## config.mk

```make
export PLATFORM = sky130hd
export DESIGN_NAME = holdover_history_mgr
export DESIGN_NICKNAME = d
export VERILOG_FILES = /design/src/rtl/hhm_pkg.sv /design/src/rtl/hhm_builder.sv /design/src/rtl/hhm_hist_store.sv /design/src/rtl/hhm_hold_timer.sv /design/src/rtl/holdover_history_mgr.sv
export SDC_FILE = /design/constraint.sdc
export NUM_CORES = 1
export LEC_CHECK = 0
export BUFFER_PORTS_ARGS = -buffer_cell sky130_fd_sc_hd__buf_2
export CORE_ASPECT_RATIO = 1.2
export CORE_MARGIN = 5
export CORE_UTILIZATION = 40
export CTS_CLUSTER_SIZE = 8
export DETAILED_ROUTE_END_ITERATION = 10
export SETUP_SLACK_MARGIN = 0.4
export SLEW_MARGIN = 5
export SYNTH_ARGS = -nofsm -noshare
export SYNTH_HDL_FRONTEND = slang
export SYNTH_HIERARCHICAL = 1
export SYNTH_SLANG_ARGS = --single-unit
```

## constraint.sdc

```tcl
create_clock -name clk -period 5.8 [get_ports clk]
set_input_delay 0.29 -clock clk [delete_from_list [all_inputs] [get_ports clk]]
set_output_delay 0.29 -clock clk [all_outputs]
set_load 0.01 [all_outputs]
```

## src/rtl/hhm_pkg.sv

```systemverilog
package hhm_pkg;

    typedef enum logic [1:0] {
        ST_WAIT  = 2'd0,
        ST_BUILD = 2'd1,
        ST_TRACK = 2'd2
    } bld_state_e;

endpackage

```

## src/rtl/hhm_builder.sv

```systemverilog
module hhm_builder
    import hhm_pkg::*;
#(
    parameter int W           = 16,
    parameter int LOG2N       = 3,
    parameter int TRACK_SHIFT = 2
) (
    input  logic         clk,
    input  logic         rst_n,
    input  logic         tick,
    input  logic [W-1:0] sample,
    input  logic         locked,
    input  logic         in_holdover,
    input  logic         ref_switch,
    input  logic         flush,
    input  logic         policy_continue,
    input  logic [W-1:0] active_word,
    output logic         wr_en,
    output logic [W-1:0] wr_val,
    output logic         build_done,
    output logic         hist_avail
);

    localparam int SUM_W = W + LOG2N;
    localparam int CNT_W = LOG2N + 1;
    localparam logic [CNT_W-1:0] LAST_CNT = CNT_W'((1 << LOG2N) - 1);

    typedef struct packed {
        bld_state_e       st;
        logic [SUM_W-1:0] sum;
        logic [CNT_W-1:0] cnt;
        logic             done;
        logic             avail;
    } bld_regs_t;

    localparam bld_regs_t RST_VAL = '{st: ST_WAIT, sum: '0, cnt: '0, done: 1'b0, avail: 1'b0};

    bld_regs_t r_q, r_d;

    logic              run_ok;
    logic [SUM_W-1:0]  sum_next;
    logic [W-1:0]      avg_val;
    logic signed [W+1:0] diff, step, trk_sum;
    logic [W-1:0]      trk_val;

    always_comb begin
        run_ok   = locked && !in_holdover;
        sum_next = r_q.sum + SUM_W'(sample);
        avg_val  = sum_next[SUM_W-1:LOG2N];
        diff     = $signed({2'b00, sample}) - $signed({2'b00, active_word});
        step     = diff >>> TRACK_SHIFT;
        trk_sum  = $signed({2'b00, active_word}) + step;
        trk_val  = trk_sum[W-1:0];

        r_d    = r_q;
        wr_en  = 1'b0;
        wr_val = active_word;

        if (flush) begin
            r_d.st    = ST_WAIT;
            r_d.sum   = '0;
            r_d.cnt   = '0;
            r_d.done  = 1'b0;
            r_d.avail = 1'b0;
        end else if (ref_switch) begin
            r_d.st   = ST_WAIT;
            r_d.sum  = '0;
            r_d.cnt  = '0;
            r_d.done = 1'b0;
        end else begin
            unique case (r_q.st)
                ST_WAIT: begin
                    if (run_ok) begin
                        if (policy_continue && r_q.avail) begin
                            r_d.st   = ST_TRACK;
                            r_d.done = 1'b1;
                        end else begin
                            r_d.st  = ST_BUILD;
                            r_d.sum = '0;
                            r_d.cnt = '0;
                        end
                    end
                end
                ST_BUILD: begin
                    if (!run_ok) begin
                        r_d.st  = ST_WAIT;
                        r_d.sum = '0;
                        r_d.cnt = '0;
                    end else if (tick) begin
                        if (r_q.cnt == LAST_CNT) begin
                            wr_en     = 1'b1;
                            wr_val    = avg_val;
                            r_d.st    = ST_TRACK;
                            r_d.sum   = '0;
                            r_d.cnt   = '0;
                            r_d.done  = 1'b1;
                            r_d.avail = 1'b1;
                        end else begin
                            r_d.sum = sum_next;
                            r_d.cnt = r_q.cnt + 1'b1;
                        end
                    end
                end
                ST_TRACK: begin
                    if (tick && run_ok) begin
                        wr_en  = 1'b1;
                        wr_val = trk_val;
                    end
                end
                default: r_d = RST_VAL;
            endcase
        end
    end

    always_ff @(posedge clk or negedge rst_n) begin
        if (!rst_n) r_q <= RST_VAL;
        else        r_q <= r_d;
    end

    assign build_done = r_q.done;
    assign hist_avail = r_q.avail;

    // no build can be running after a cycle without lock or in holdover
    assert_no_build_unlocked_R12: assert property (@(posedge clk) disable iff (!rst_n)
        (!locked || in_holdover) |=> (r_q.st != ST_BUILD));

    // a completed build always implies an available history
    assert_done_has_avail_R7: assert property (@(posedge clk) disable iff (!rst_n)
        r_q.done |-> r_q.avail);

    // a reference switch keeps availability and clears completion
    assert_switch_keeps_avail_R8: assert property (@(posedge clk) disable iff (!rst_n)
        (ref_switch && !flush) |=> (!r_q.done && (r_q.avail == $past(r_q.avail))));

endmodule

```

## src/rtl/hhm_hist_store.sv

```systemverilog
module hhm_hist_store #(
    parameter int           W       = 16,
    parameter logic [W-1:0] FREERUN = '0
) (
    input  logic         clk,
    input  logic         rst_n,
    input  logic         wr_en,
    input  logic [W-1:0] wr_val,
    input  logic         cmd_save,
    input  logic         cmd_restore,
    input  logic         cmd_flush,
    output logic [W-1:0] active_word,
    output logic [W-1:0] backup_word
);

    typedef struct packed {
        logic [W-1:0] active;
        logic [W-1:0] backup;
    } hist_regs_t;

    hist_regs_t h_q, h_d;

    always_comb begin
        h_d = h_q;
        if (wr_en)       h_d.active = wr_val;
        if (cmd_flush)   h_d.active = FREERUN;
        if (cmd_restore) h_d.active = h_q.backup;
        if (cmd_save)    h_d.backup = h_d.active;
    end

    always_ff @(posedge clk or negedge rst_n) begin
        if (!rst_n) begin
            h_q.active <= FREERUN;
            h_q.backup <= FREERUN;
        end else begin
            h_q <= h_d;
        end
    end

    assign active_word = h_q.active;
    assign backup_word = h_q.backup;

    // restore lands the old backup in the active word
    assert_restore_R3: assert property (@(posedge clk) disable iff (!rst_n)
        cmd_restore |=> (active_word == $past(backup_word)));

    // a lone save captures the active word when nothing else changes it
    assert_save_R2: assert property (@(posedge clk) disable iff (!rst_n)
        (cmd_save && !cmd_restore && !cmd_flush && !wr_en) |=> (backup_word == $past(active_word)));

    // flush never disturbs the backup
    assert_flush_keeps_backup_R4: assert property (@(posedge clk) disable iff (!rst_n)
        (cmd_flush && !cmd_save) |=> (backup_word == $past(backup_word)));

endmodule

```

## src/rtl/hhm_hold_timer.sv

```systemverilog
module hhm_hold_timer #(
    parameter int TICKS_PER_HOUR = 4,
    parameter int HOURS_W        = 8
) (
    input  logic               clk,
    input  logic               rst_n,
    input  logic               tick,
    input  logic               in_holdover,
    output logic [HOURS_W-1:0] hours
);

    localparam int PRE_W = (TICKS_PER_HOUR > 1) ? $clog2(TICKS_PER_HOUR) : 1;
    localparam logic [PRE_W-1:0]   PRE_LAST = PRE_W'(TICKS_PER_HOUR - 1);
    localparam logic [HOURS_W-1:0] HOURS_MAX = '1;

    typedef struct packed {
        logic [PRE_W-1:0]   pre;
        logic [HOURS_W-1:0] hrs;
    } tmr_regs_t;

    tmr_regs_t t_q, t_d;

    always_comb begin
        t_d = t_q;
        if (!in_holdover) begin
            t_d.pre = '0;
            t_d.hrs = '0;
        end else if (tick) begin
            if (t_q.pre == PRE_LAST) begin
                t_d.pre = '0;
                if (t_q.hrs != HOURS_MAX) t_d.hrs = t_q.hrs + 1'b1;
            end else begin
                t_d.pre = t_q.pre + 1'b1;
            end
        end
    end

    always_ff @(posedge clk or negedge rst_n) begin
        if (!rst_n) t_q <= '0;
        else        t_q <= t_d;
    end

    assign hours = t_q.hrs;

    // the count is zero after any cycle outside holdover
    assert_hours_idle_R11: assert property (@(posedge clk) disable iff (!rst_n)
        !in_holdover |=> (hours == '0));

    // inside holdover the count holds or steps by one
    assert_hours_step_R11: assert property (@(posedge clk) disable iff (!rst_n)
        in_holdover |=> ((hours == $past(hours)) || (hours == $past(hours) + 1'b1)));

endmodule

```

## src/rtl/holdover_history_mgr.sv

```systemverilog
module holdover_history_mgr #(
    parameter int           W              = 16,
    parameter int           LOG2N          = 3,
    parameter int           TRACK_SHIFT    = 2,
    parameter int           TICKS_PER_HOUR = 4,
    parameter logic [W-1:0] FREERUN        = 16'h8000
) (
    input  logic         clk,
    input  logic         rst_n,
    input  logic         tick,
    input  logic [W-1:0] sample_word,
    input  logic         locked,
    input  logic         ref_switch,
    input  logic         in_holdover,
    input  logic         policy_continue,
    input  logic         cmd_save,
    input  logic         cmd_restore,
    input  logic         cmd_flush,
    output logic [W-1:0] holdover_word,
    output logic [W-1:0] backup_word,
    output logic         hist_avail,
    output logic         build_done,
    output logic [7:0]   holdover_hours
);

    logic         wr_en;
    logic [W-1:0] wr_val;
    logic [W-1:0] active_word;

    hhm_builder #(
        .W           (W),
        .LOG2N       (LOG2N),
        .TRACK_SHIFT (TRACK_SHIFT)
    ) u_builder (
        .clk             (clk),
        .rst_n           (rst_n),
        .tick            (tick),
        .sample          (sample_word),
        .locked          (locked),
        .in_holdover     (in_holdover),
        .ref_switch      (ref_switch),
        .flush           (cmd_flush),
        .policy_continue (policy_continue),
        .active_word     (active_word),
        .wr_en           (wr_en),
        .wr_val          (wr_val),
        .build_done      (build_done),
        .hist_avail      (hist_avail)
    );

    hhm_hist_store #(
        .W       (W),
        .FREERUN (FREERUN)
    ) u_store (
        .clk         (clk),
        .rst_n       (rst_n),
        .wr_en       (wr_en),
        .wr_val      (wr_val),
        .cmd_save    (cmd_save),
        .cmd_restore (cmd_restore),
        .cmd_flush   (cmd_flush),
        .active_word (active_word),
        .backup_word (backup_word)
    );

    hhm_hold_timer #(
        .TICKS_PER_HOUR (TICKS_PER_HOUR),
        .HOURS_W        (8)
    ) u_timer (
        .clk         (clk),
        .rst_n       (rst_n),
        .tick        (tick),
        .in_holdover (in_holdover),
        .hours       (holdover_hours)
    );

    assign holdover_word = active_word;

    // the holdover output moves only on a build write or a command
    assert_word_source_R6: assert property (@(posedge clk) disable iff (!rst_n)
        (!wr_en && !cmd_flush && !cmd_restore) |=> $stable(holdover_word));

endmodule

```

==> results.md <==
### Floorplanning
• vertical die dimension: 140 microns
• Initial Util: 0.407
• number of placement rows: 47
• x dimension of the die: 118 microns
• number of top-level design ports: 68
• area enclosed by the die boundary: 0.0165 sq mm
• area inside the core boundary: 0.0138 sq mm

### Timing
• actual slew at the worst max-slew pin: 1.14 ns
• number of setup violations in the final report: 0
• Fmax: 225 MHz
• time the final worst path needs with I/O delays and setup: 4.45 ns
• final critical-path share of the clock period: 0.767
• Final TNS setup: 0 ns
• Slew headroom: 0.242
• worst clock skew: 0.00539 ns
• unrepaired setup endpoints after global routing: no
• total count of hold-check failures in the final report: 0
• worst hold slack after final layout: 0.159 ns
• final max-slew violation count: 0

### Logic synthesis
• synthesized instance count: 623
• cell taking the most area after synthesis: dfrtp_1
• Yosys warning count: 6
• average cell area after synthesis: 8.98 sq um
• Main synth FF type: dfrtp_1
• top post-synthesis cells by area: dfrtp_1 30%, ha_1 12%, nand2_1 4.8%
• Cell variety after synth: 72
• proportion of synthesized chip area in sequential cells: 0.309
• synthesized area: 0.00560 sq mm
• number of enable-type register cells in the synthesized netlist: 0
• post-synth top area share: 0.300
• Post-Synthesis Net Count: 704
• number of register bits inferred by synthesis: 69
• fraction of synthesis flops using an asynchronous set or reset pin: 1.00

### Status
• outcome: finished, final reports clean

### GRT
• pin count of the biggest net entering global routing: 70
• GRT overflow: 0
• vias in the first global route: 4,835
• wire length of the first global-routing pass: 23,900 microns
• combined global-route utilization of all metal layers: 0.175
• initial antenna violation count: 0

### Pwr
• switch share: 0.265
• cell internal pwr: 0.932 mW
• net switching power of the design: 0.336 mW
• share of power burned in the clock network: 0.469
• combinational group share of total power: 0.146
• leakage: 2.87 nW
• P per Cell Area: 200 mW/mm^2
• sequential share of power: 0.385
• Design Power: 1.27 mW
• Max rail drop VDD: 0.000134 V

### Setup path
• list of cells traversed by the critical path: inv_1 -> ha_1 -> a21o_1 -> a31o_2 -> a41oi_4 -> nor2b_1 -> nor2_1 -> xnor2_1 -> ha_1 -> or4_1 -> o21ai_0 -> a21oi_1 -> a31oi_1 -> o21ai_1 -> a2111oi_0 -> a31oi_1 -> o221ai_1 -> mux2i_1 -> o21ai_0
• required time worst endpoint: 6.06 ns
• cell type group with the largest total delay on the critical path: compound AO/OA/AOI/OAI gates
• largest fanout of any net on the critical path: 6
• critical setup path kind: reg2reg
• worst-path cell with the longest stage delay: or4_1
• Largest stage delay, worst path: 0.50 ns
• Critical path buffers and inverters: 1
• CP Capture Type: register
• Arrival @ worst endpoint: 4.70 ns
• Critical Path Start Type: register

### Finish
• fill cell count: 1,358
• Layout area overhead: 13.1%
• number of nets in the finished design: 757
• area of all placed cells without fillers: 0.00633 sq mm
• diode insertion count for antenna repair: 0
• share of the core filled with cells in the final layout: 0.460
• fraction of layout cells with a size suffix above 1: 0.175

### Place
• detailed placer's ending HPWL: 11,200 microns
• count of input and output buffers: 67
• instance area at placement: 0.00601 sq mm
• routability congestion estimate: 0.939

### Route
• DR DRC count: 0
• via count: 4,886
• Starting DRT DRC Count: 253
• post-route ant nets: 0
• first-pass detailed-route iteration total: 5
• DRT Wirelength: 14,600 microns
• average wire length per cell after detail routing: 17.1 microns
• via density per instance: 5.73

### Worst hold path
• Min-Delay Path Class: in2async

### Clock tree
• number of buffers added for setup after CTS: 0
• CTS buffer count: 9
• library cell used as clock root buffer: clkbuf_16
• H-tree level count: 3
• CTS-repair resized insts: 0
• number of clock sinks: 69
• TritonCTS clock tree: done
• clock-pin slew of the registers on the worst-case setup and hold paths: 0.06 ns
• Hold-fix buffers, CTS: 0
• clock insertion delay at the later pin of the skew report: 0.34 ns
• number of buffers on the longest clock path: 2

### Run
• number of violations of the max-capacitance limit: 0

-- logic make-up after synthesis --
kind of cell | count (synthesis) | synth area share
DFF | 69 | 0.309
and+or+nand+nor | 182 | 0.155
buffers and inverters | 58 | 0.0492
muxes | 19 | 0.0340
adders and majority gates | 55 | 0.126
xor gates and xnor gates | 39 | 0.0624
AOI/OAI and AO/OA | 201 | 0.265
-- registers in the layout (all words and copies together), names as in the netlist --
register / count
u_builder/r_q: 25
u_store/active_word: 16
u_store/backup_word: 16
u_timer/hours: 8
u_timer/t_q: 2
u_builder/build_done: 1
u_builder/hist_avail: 1
-- power groups by stage --
stage | Combinational, mW | Clock (mW) | Sequential (mW)
6_report | 0.185 | 0.595 | 0.488
2_1_floorplan | 0.130 | 0 | 0.497
3_5_place_dp | 0.183 | 0 | 0.497
5_1_grt | 0.206 | 0.623 | 0.488
3_3_place_gp | 0.179 | 0 | 0.497
4_1_cts | 0.185 | 0.612 | 0.488
-- path summary, 6_finish.rpt --
kind | startpoint | to | slack [ns] | cells after the start
hold / removal | rst_n | u_timer/hours[7] | 0.16 | 2
setup reg to reg | u_store/active_word[2] | u_store/active_word[14] | 1.35 | 19
min in group clk | cmd_flush | u_builder/hist_avail | 0.24 | 2
max in group asynchronous | rst_n | u_store/active_word[8] | 5.07 | 2
hold reg to reg | u_builder/r_q[5] | u_builder/r_q[5] | 0.48 | 1
setup / recovery | u_store/active_word[2] | u_store/active_word[14] | 1.35 | 19
-- cell usage in the layout (no fill, tap or decap), types with 8 or more instances in the layout --
cell type,count
nor3_1,8
o21ai_0,50
mux2i_1,19
a22o_1,10
o2bb2ai_2,10
clkbuf_16,9
a21oi_1,30
nand2_1,72
dfrtp_1,67
ha_1,53
xnor2_1,20
nor2_1,39
o21ai_1,8
nand3_1,18
a21o_1,14
inv_1,31
buf_2,67
xor2_1,18
-- per-layer routing --
metal | track usage | vias up | part of all wire
met5 | 0 | - | 0
met4 | 0.0755 | 0 | 0.028
met3 | 0.0231 | 27 | 0.033
met2 | 0.291 | 123 | 0.48
met1 | 0.228 | 2346 | 0.46
li1 | - | 2390 | -
-- stage by stage --
step,setup WS (ns),std cells
after floorplan,1.66,623
after global placement,1.45,836
after detailed placement,1.35,836
after CTS,1.33,852
after global routing,0.982,852
final,1.35,852
-- cell usage after synthesis, drive strengths merged (6+ instances only) --
cell type and n:
a211oi 7, a21o 14, a21oi 32, a22o 10, a22oi 8, a31oi 6, and2 6, buf 17
clkbuf 10, dfrtp 67, ha 53, inv 31, mux2i 19, nand2 72, nand2b 6, nand3 18
nor2 39, nor2b 6, nor3 8, o211ai 6, o21ai 60, o21bai 6, o2bb2ai 15, o31ai 6
xnor2 21, xor2 18
-- layout make-up --
class,count,area (sq um),area share
clock buffers,11,233,0.0368
multi-input cells,496,3600,0.569
clock inverters,5,85.1,0.0134
flip-flops and latches,69,1730,0.273
well taps,171,214,0.0338
inverters,31,116,0.0184
repair buffers,69,350,0.0554
No activity file was read; power rests on OpenSTA's default activity.
